$ cat config.mk
export PLATFORM = sky130hd
export DESIGN_NAME = pg_sequencer
export DESIGN_NICKNAME = d
export VERILOG_FILES = /design/src/rtl/pgseq_pkg.sv /design/src/rtl/pgseq_sync.sv /design/src/rtl/pgseq_stage.sv /design/src/rtl/pg_sequencer.sv
export SDC_FILE = /design/constraint.sdc
export NUM_CORES = 1
export LEC_CHECK = 0
export BUFFER_PORTS_ARGS = -buffer_cell sky130_fd_sc_hd__buf_2
export CORE_MARGIN = 8
export CORE_UTILIZATION = 25
export DETAILED_ROUTE_END_ITERATION = 8
export SYNTH_ARGS = -nofsm -noshare
export SYNTH_HDL_FRONTEND = slang
export SYNTH_HIERARCHICAL = 1
export SYNTH_SLANG_ARGS = --single-unit
$ cat constraint.sdc
create_clock -name clk_i -period 4.02 [get_ports clk_i]
set_input_delay 0.402 -clock clk_i [delete_from_list [all_inputs] [get_ports clk_i]]
set_output_delay 0.402 -clock clk_i [all_outputs]
set_load 0.05 [all_outputs]
$ cat src/rtl/pgseq_pkg.sv
package pgseq_pkg;

  // Highest number of enable levels the chain helper can examine.
  localparam int unsigned MAX_LEVELS = 8;

  // A stage k is open when enable levels 0..k-1 are all high.
  function automatic logic chain_open(input logic [MAX_LEVELS-1:0] levels,
                                      input int unsigned stage);
    logic open_v;
    open_v = 1'b1;
    for (int i = 0; i < int'(MAX_LEVELS); i++) begin
      if (i < int'(stage) && !levels[i]) open_v = 1'b0;
    end
    return open_v;
  endfunction

  // Down-counter load value: the output asserts on the edge where the counter
  // has already reached zero, so a load of delay-1 gives exactly delay edges.
  function automatic int unsigned delay_load(input int unsigned delay);
    return (delay > 0) ? delay - 1 : 0;
  endfunction

endpackage

$ cat src/rtl/pgseq_sync.sv
module pgseq_sync #(
  parameter int unsigned WIDTH  = 3,
  parameter int unsigned STAGES = 2
) (
  input  logic             clk,
  input  logic             rst_n,
  input  logic [WIDTH-1:0] async_in,
  output logic [WIDTH-1:0] sync_out
);

  logic [WIDTH-1:0] pipe [STAGES];

  for (genvar s = 0; s < STAGES; s++) begin : g_flop
    always_ff @(posedge clk or negedge rst_n) begin
      if (!rst_n) begin
        pipe[s] <= '0;
      end else if (s == 0) begin
        pipe[s] <= async_in;
      end else begin
        pipe[s] <= pipe[(s == 0) ? 0 : s-1];
      end
    end
  end

  assign sync_out = pipe[STAGES-1];

endmodule

$ cat src/rtl/pgseq_stage.sv
module pgseq_stage #(
  parameter int unsigned DELAY = 16
) (
  input  logic clk,
  input  logic rst_n,
  input  logic qual,      // both qualifiers true
  input  logic pred_on,   // preceding output asserted
  input  logic chain_ok,  // all governing enables high (synchronized)
  output logic armed,     // delay has elapsed under continuous go
  output logic drive      // pull pad low
);

  localparam int unsigned CNT_W = (DELAY < 2) ? 1 : $clog2(DELAY);
  localparam logic [CNT_W-1:0] LOAD = CNT_W'(pgseq_pkg::delay_load(DELAY));

  logic [CNT_W-1:0] remain;
  logic             go;

  assign go = qual & pred_on & chain_ok;

  always_ff @(posedge clk or negedge rst_n) begin
    if (!rst_n) begin
      remain <= LOAD;
      armed  <= 1'b0;
    end else if (!go) begin
      remain <= LOAD;
      armed  <= 1'b0;
    end else if (remain == '0) begin
      armed  <= 1'b1;
    end else begin
      remain <= remain - 1'b1;
    end
  end

  // Release is combinational on the current go term: no extra cycle.
  assign drive = armed & go;

endmodule

$ cat src/rtl/pg_sequencer.sv
module pg_sequencer #(
  parameter int unsigned NUM_PG      = 4,
  parameter int unsigned PGD_CYCLES  = 16,
  parameter int unsigned SYNC_STAGES = 2
) (
  input  logic              clk_i,
  input  logic              rst_ni,
  input  logic              gate_ok_i,
  input  logic              drain_low_i,
  input  logic [NUM_PG-2:0] en_i,
  output logic [NUM_PG-1:0] pg_drive_o
);

  localparam int unsigned NUM_EN = NUM_PG - 1;

  // Named internal events, visible to the bound checker.
  logic                              qual;
  logic [NUM_EN-1:0]                 en_sync;
  logic [pgseq_pkg::MAX_LEVELS-1:0]  en_wide;
  logic [NUM_PG-1:0]                 chain_open_w;
  logic [NUM_PG-1:0]                 stage_armed;

  assign qual = gate_ok_i & drain_low_i;

  pgseq_sync #(.WIDTH(NUM_EN), .STAGES(SYNC_STAGES)) u_en_sync (
    .clk      (clk_i),
    .rst_n    (rst_ni),
    .async_in (en_i),
    .sync_out (en_sync)
  );

  always_comb begin
    en_wide = '0;
    en_wide[NUM_EN-1:0] = en_sync;
  end

  // First output: immediate on qualifiers.
  assign pg_drive_o[0]   = qual;
  assign stage_armed[0]  = qual;
  assign chain_open_w[0] = 1'b1;

  for (genvar k = 1; k < NUM_PG; k++) begin : g_stage
    assign chain_open_w[k] = pgseq_pkg::chain_open(en_wide, k);

    pgseq_stage #(.DELAY(PGD_CYCLES)) u_stage (
      .clk      (clk_i),
      .rst_n    (rst_ni),
      .qual     (qual),
      .pred_on  (pg_drive_o[k-1]),
      .chain_ok (chain_open_w[k]),
      .armed    (stage_armed[k]),
      .drive    (pg_drive_o[k])
    );
  end

endmodule

==> After elaboration in Yosys (flattened, before gate mapping) <==
Index checks and enable logic that the tools add are counted.
{ "word_totals": {"wordCells": 44, "regBits": 21, "output_inout_bits": 4} }
{ "op_classes": {"n_reduce_logical": 3, "mux": 15, "eq_ne": 6, "n_bitwise": 9, "add_sub_neg": 3} }
{ "ops": {"columns": ["cell", "n"], "rows": [
  ["4-bit 2-to-1 mux", 6],
  ["4-bit logical NOT", 3],
  ["2-bit != test (second input constant)", 6],
  ["4-bit by 1-bit subtractor with 4-bit output (second input constant)", 3],
  ["1-bit bitwise AND", 9],
  ["1-bit 2-to-1 mux", 9]
]} }

==> Longest topological paths before layout <==
{ "logic_depth": {"word_depth": 9, "ltp_mapped": 10} }

==> Cells and area by module <==
The synthesis kept the hierarchy.
{ "modules_own_cells": {"columns": ["mod", "n_inst", "seq_area_each_um2", "cells_each", "area_per_inst_um2"], "rows": [
  ["pgseq_stage", 3, 130.1, 24, 257.7],
  ["pgseq_sync", 1, 150.1, 9, 172.7],
  ["pg_sequencer", 1, 0.0, 4, 26.3]
]} }

==> Worst setup path before layout <==
OpenSTA, ideal clock, no wires.
{ "synth_path": {"kind": "input to output", "start": "in gate_ok_i", "end": "out pg_drive_o[3]", "cell_stages": 10, "slack_ps": 566, "t_required_ps": 3618, "t_arrival_ps": 3052, "path_cell_list": "and2_1 > and3_1 > clkbuf_1 > and2_1 > and3_1 > clkbuf_1 > and2_1 > and3_1 > clkbuf_1 > and2_1"} }
{ "synth_between": {"elab_chain_len": 9} }
{ "synth_rtl": {"columns": ["item", "line_no", "source"], "rows": [
  ["from (decl)", "pg_sequencer.sv:8", "input logic gate_ok_i,"],
  ["1-bit bitwise AND", "pg_sequencer.sv:23", "assign qual = gate_ok_i & drain_low_i;"],
  ["1-bit bitwise AND", "pgseq_stage.sv:19", "assign go = qual & pred_on & chain_ok;"],
  ["1-bit bitwise AND", "pgseq_stage.sv:36", "assign drive = armed & go;"],
  ["via pg_drive_o[1]", "pg_sequencer.sv:11", "output logic [NUM_PG-1:0] pg_drive_o"],
  ["1-bit bitwise AND (2 in a row)", "pgseq_stage.sv:19", null],
  ["1-bit bitwise AND", "pgseq_stage.sv:36", null],
  ["via pg_drive_o[2]", "pg_sequencer.sv:11", null],
  ["1-bit bitwise AND (2 in a row)", "pgseq_stage.sv:19", null],
  ["1-bit bitwise AND", "pgseq_stage.sv:36", null],
  ["to (decl)", "pg_sequencer.sv:11", null]
]} }
The timed path passes the listed nets, and every way through them passes these cells.

==> Worst setup path in the final report <==
{ "layout_path": {"start": "in gate_ok_i", "end": "out pg_drive_o[3]"} }
{ "layout_between": {"elab_chain_len": 9} }
{ "layout_rtl": {"columns": ["item", "line_no"], "rows": [
  ["1-bit bitwise AND *", "pg_sequencer.sv:23"],
  ["1-bit bitwise AND", "pgseq_stage.sv:19"],
  ["1-bit bitwise AND", "pgseq_stage.sv:36"],
  ["1-bit bitwise AND (2 in a row)", "pgseq_stage.sv:19"],
  ["1-bit bitwise AND", "pgseq_stage.sv:36"],
  ["1-bit bitwise AND * (2 in a row)", "pgseq_stage.sv:19"],
  ["1-bit bitwise AND *", "pgseq_stage.sv:36"]
]} }
Every way passes the cells marked *; elsewhere a longest branch is shown, timed or not.

==> flow_summary.ini <==
[route]
route.final.wire_length_um = 1520
detail_route.vias_per_cell = 4.15
post_drt_wl_per_cell_um = 10.8
drc_errors = 0
detailedRoute.firstIterationViolations = 83
antenna_left = 0
drtPass1Iterations = 4
routed-via-count = 581

[logic_synthesis]
netlist.area_leader.share_pct = 32.4
synth_area_per_cell_um2 = 11.4
synth_area_leaders = sky130_fd_sc_hd__dfstp_2 32%, sky130_fd_sc_hd__dfrtp_1 23%, sky130_fd_sc_hd__nor3b_4 5.8%
yosys.area.top_type = sky130_fd_sc_hd__dfstp_2
yosys_warnings = 6
synth_instances = 85
synth_sequential_area_ratio_pct = 55.6
syn-num-nets = 95
ys_ff_latch = 21
synth_area_um2 = 972
synth_cell_type_count = 19

[timing]
final_min_period_over_clock_period_pct = 66.2
relSlewSlack_pct = 70.0
worst_clock_skew_ns = 0.00308
final-hold-violation-count = 0
setup_repair_after_global_routing_missed_its_margin = false
fmax_mhz = 376
timing_max_transition_violations_final = 0
finalHoldWorstSlack_ns = 0.0922
tns_ns = 0
worstMarginPinSlew_ns = 0.450
report.final.setup_viol = 0
timing.final.crit_period_ns = 2.66

[floorplanning]
placement_rows = 22
core_mm2 = 0.00369
dieArea_mm2 = 0.00614
die_width_um = 78.4
initial_utilization_pct = 26.4
top_level_ports = 11
die_height_um = 78.4

[clock_network]
clock_insertion_delay_worst_skew_ns = 0.25
post_cts.resized_instances = 0
number_of_buffers_added_by_the_clock_tree_synthesis_step = 3
clock_path_buffers = 2
postCtsSetupRepairBufs = 0
path_clk_slew_ns = 0.07
tritoncts = built
number_of_buffers_added_to_fix_hold_violations_after_cts = 0
library_cell_used_as_clock_root_buffer = sky130_fd_sc_hd__clkbuf_8
clock-sinks = 21
cts_htree_levels = 1

[power]
total_leakage_power_uw = 0.000555
p_per_area_mw_per_mm2 = 329
irDropWorstVdd_v = 0.000152

[critical_path]
worstRegToRegCells = 6
path_class = input pin to output port
critPathArrivalTime_ns = 2.26
crit_path_max_fanout = 6
timing.critical_path.from_type = input pin
required_ns = 3.62
crit_path_end_kind = output port
setup.reg_to_reg.worst_slack_ns = 2.29

[job]
cap_viol_max_count = 0

[grt]
grt_pass1_vias = 617
gr-total-overflow = 0
grt_start_max_net_pins = 22
antenna_found_initial = 0
global_route.usage.total_pct = 5.56
global_route_wire_length_before_repair_um = 2710

[layout]
antennaDiodeCount = 0
design.final.nets = 103
layout-drive-gt1-share_pct = 30.4
fill_cells = 404
flow.area_growth_from_synthesis_pct = 11.7

[place]
portBuffers = 10
gpl.final_weighted_congestion = 0.765
hpwl_um = 1170

[worst_hold_path]
timing.hold.worst.class = input pin to async pin

[outcome]
status = finished clean
-- power breakdown --
part           internal (µW)  switching [µW]  leakage (µW)
Combinational           3.39            7.60      0.000295
Sequential               215           0.911      0.000238
Clock                   70.3            59.9     0.0000228
-- cell type report --
type	count	area [µm²]	share of cell area [%]
Tap cell	48	60.1	5.53
Clock buffer	4	45.0	4.15
Inverter	6	22.5	2.07
Sequential cell	21	541	49.8
Timing Repair Buffer	10	50.0	4.61
Multi-Input combinational cell	51	368	33.9
-- registers in the layout (all words and copies together), names as in the netlist --
name	cells
g_stage.u_stage/armed	3
g_stage.u_stage/remain	12
u_en_sync/pipe	3
u_en_sync/sync_out	3
-- cell families after synthesis --
group                      Yosys count  synth area share [%]
and+or+nand+nor                     36                  23.6
DFF                                 21                  55.6
buffers and inverters               13                  6.56
AOI/OAI and AO/OA                    6                  4.63
xor gates and xnor gates             3                  2.70
muxes                                3                  3.09
adders and majority gates            3                  3.86
-- synth_stat cells --
master and number:
sky130_fd_sc_hd__and2_1 5, sky130_fd_sc_hd__and3_1 4, sky130_fd_sc_hd__buf_4 4, sky130_fd_sc_hd__clkbuf_1 3, sky130_fd_sc_hd__dfrtp_1 9, sky130_fd_sc_hd__dfstp_2 12, sky130_fd_sc_hd__ha_1 3, sky130_fd_sc_hd__inv_1 6
sky130_fd_sc_hd__mux2i_1 3, sky130_fd_sc_hd__nand2_1 9, sky130_fd_sc_hd__nand2b_1 3, sky130_fd_sc_hd__nand3_1 3, sky130_fd_sc_hd__nand3b_1 3, sky130_fd_sc_hd__nor2_1 3, sky130_fd_sc_hd__nor3_1 3, sky130_fd_sc_hd__nor3b_4 3
sky130_fd_sc_hd__o211ai_1 3, sky130_fd_sc_hd__o21a_1 3, sky130_fd_sc_hd__xnor2_1 3
-- routing by layer --
| layer | routed length [µm] | vias up | global-route usage (%) |
|---|---|---|---|
| li1 | - | 289 | - |
| met5 | 0 | - | 0 |
| met2 | 728 | 9 | 9.11 |
| met3 | 87 | 2 | 2.73 |
| met4 | 21 | 0 | 2.78 |
| met1 | 678 | 281 | 5.81 |
-- layout by cell type, fill, tap and decap left out, drive strengths merged --
cell / count
clkbuf: 4
and2: 5
nor3: 3
dfrtp: 9
mux2i: 3
dfstp: 12
inv: 6
nand2b: 3
nor3b: 3
nand2: 9
nor2: 3
ha: 3
o211ai: 3
nand3: 3
o21a: 3
buf: 10
xnor2: 3
and3: 4
nand3b: 3
-- final timing paths --
| path | startpoint | endpoint |
|---|---|---|
| max | gate_ok_i | pg_drive_o[3] |
| max reg2reg | u_en_sync/sync_out[0] | g_stage[3].u_stage/armed |
| min reg2reg | u_en_sync/pipe[5] | u_en_sync/sync_out[2] |
| max in group asynchronous | rst_ni | g_stage[3].u_stage/remain[0] |
| min in group clk_i | en_i[2] | u_en_sync/pipe[5] |
| min | rst_ni | g_stage[1].u_stage/armed |
-- per-stage QoR --
step	power, µW	instances	util [%]	setup WS (ns)	cell area (µm²)
finish	357	140	29.4	1.36	1090
global route	375	140	29.4	1.16	1090
CTS	367	140	29.4	1.36	1090
detailed placement	231	136	28.2	1.37	1040
global placement	231	136	28.2	1.44	1040
floorplan	226	85	-	0.566	972
-- worst max-delay path, stage by stage --
cell	delay (ns)
sky130_fd_sc_hd__buf_2	0.07
sky130_fd_sc_hd__and2_1	0.17
sky130_fd_sc_hd__and3_1	0.28
sky130_fd_sc_hd__and2_1	0.17
sky130_fd_sc_hd__and3_1	0.29
sky130_fd_sc_hd__and2_1	0.18
sky130_fd_sc_hd__and3_1	0.28
sky130_fd_sc_hd__and2_1	0.16
sky130_fd_sc_hd__buf_2	0.26
Note: power is estimated with default switching activity, not from simulation.
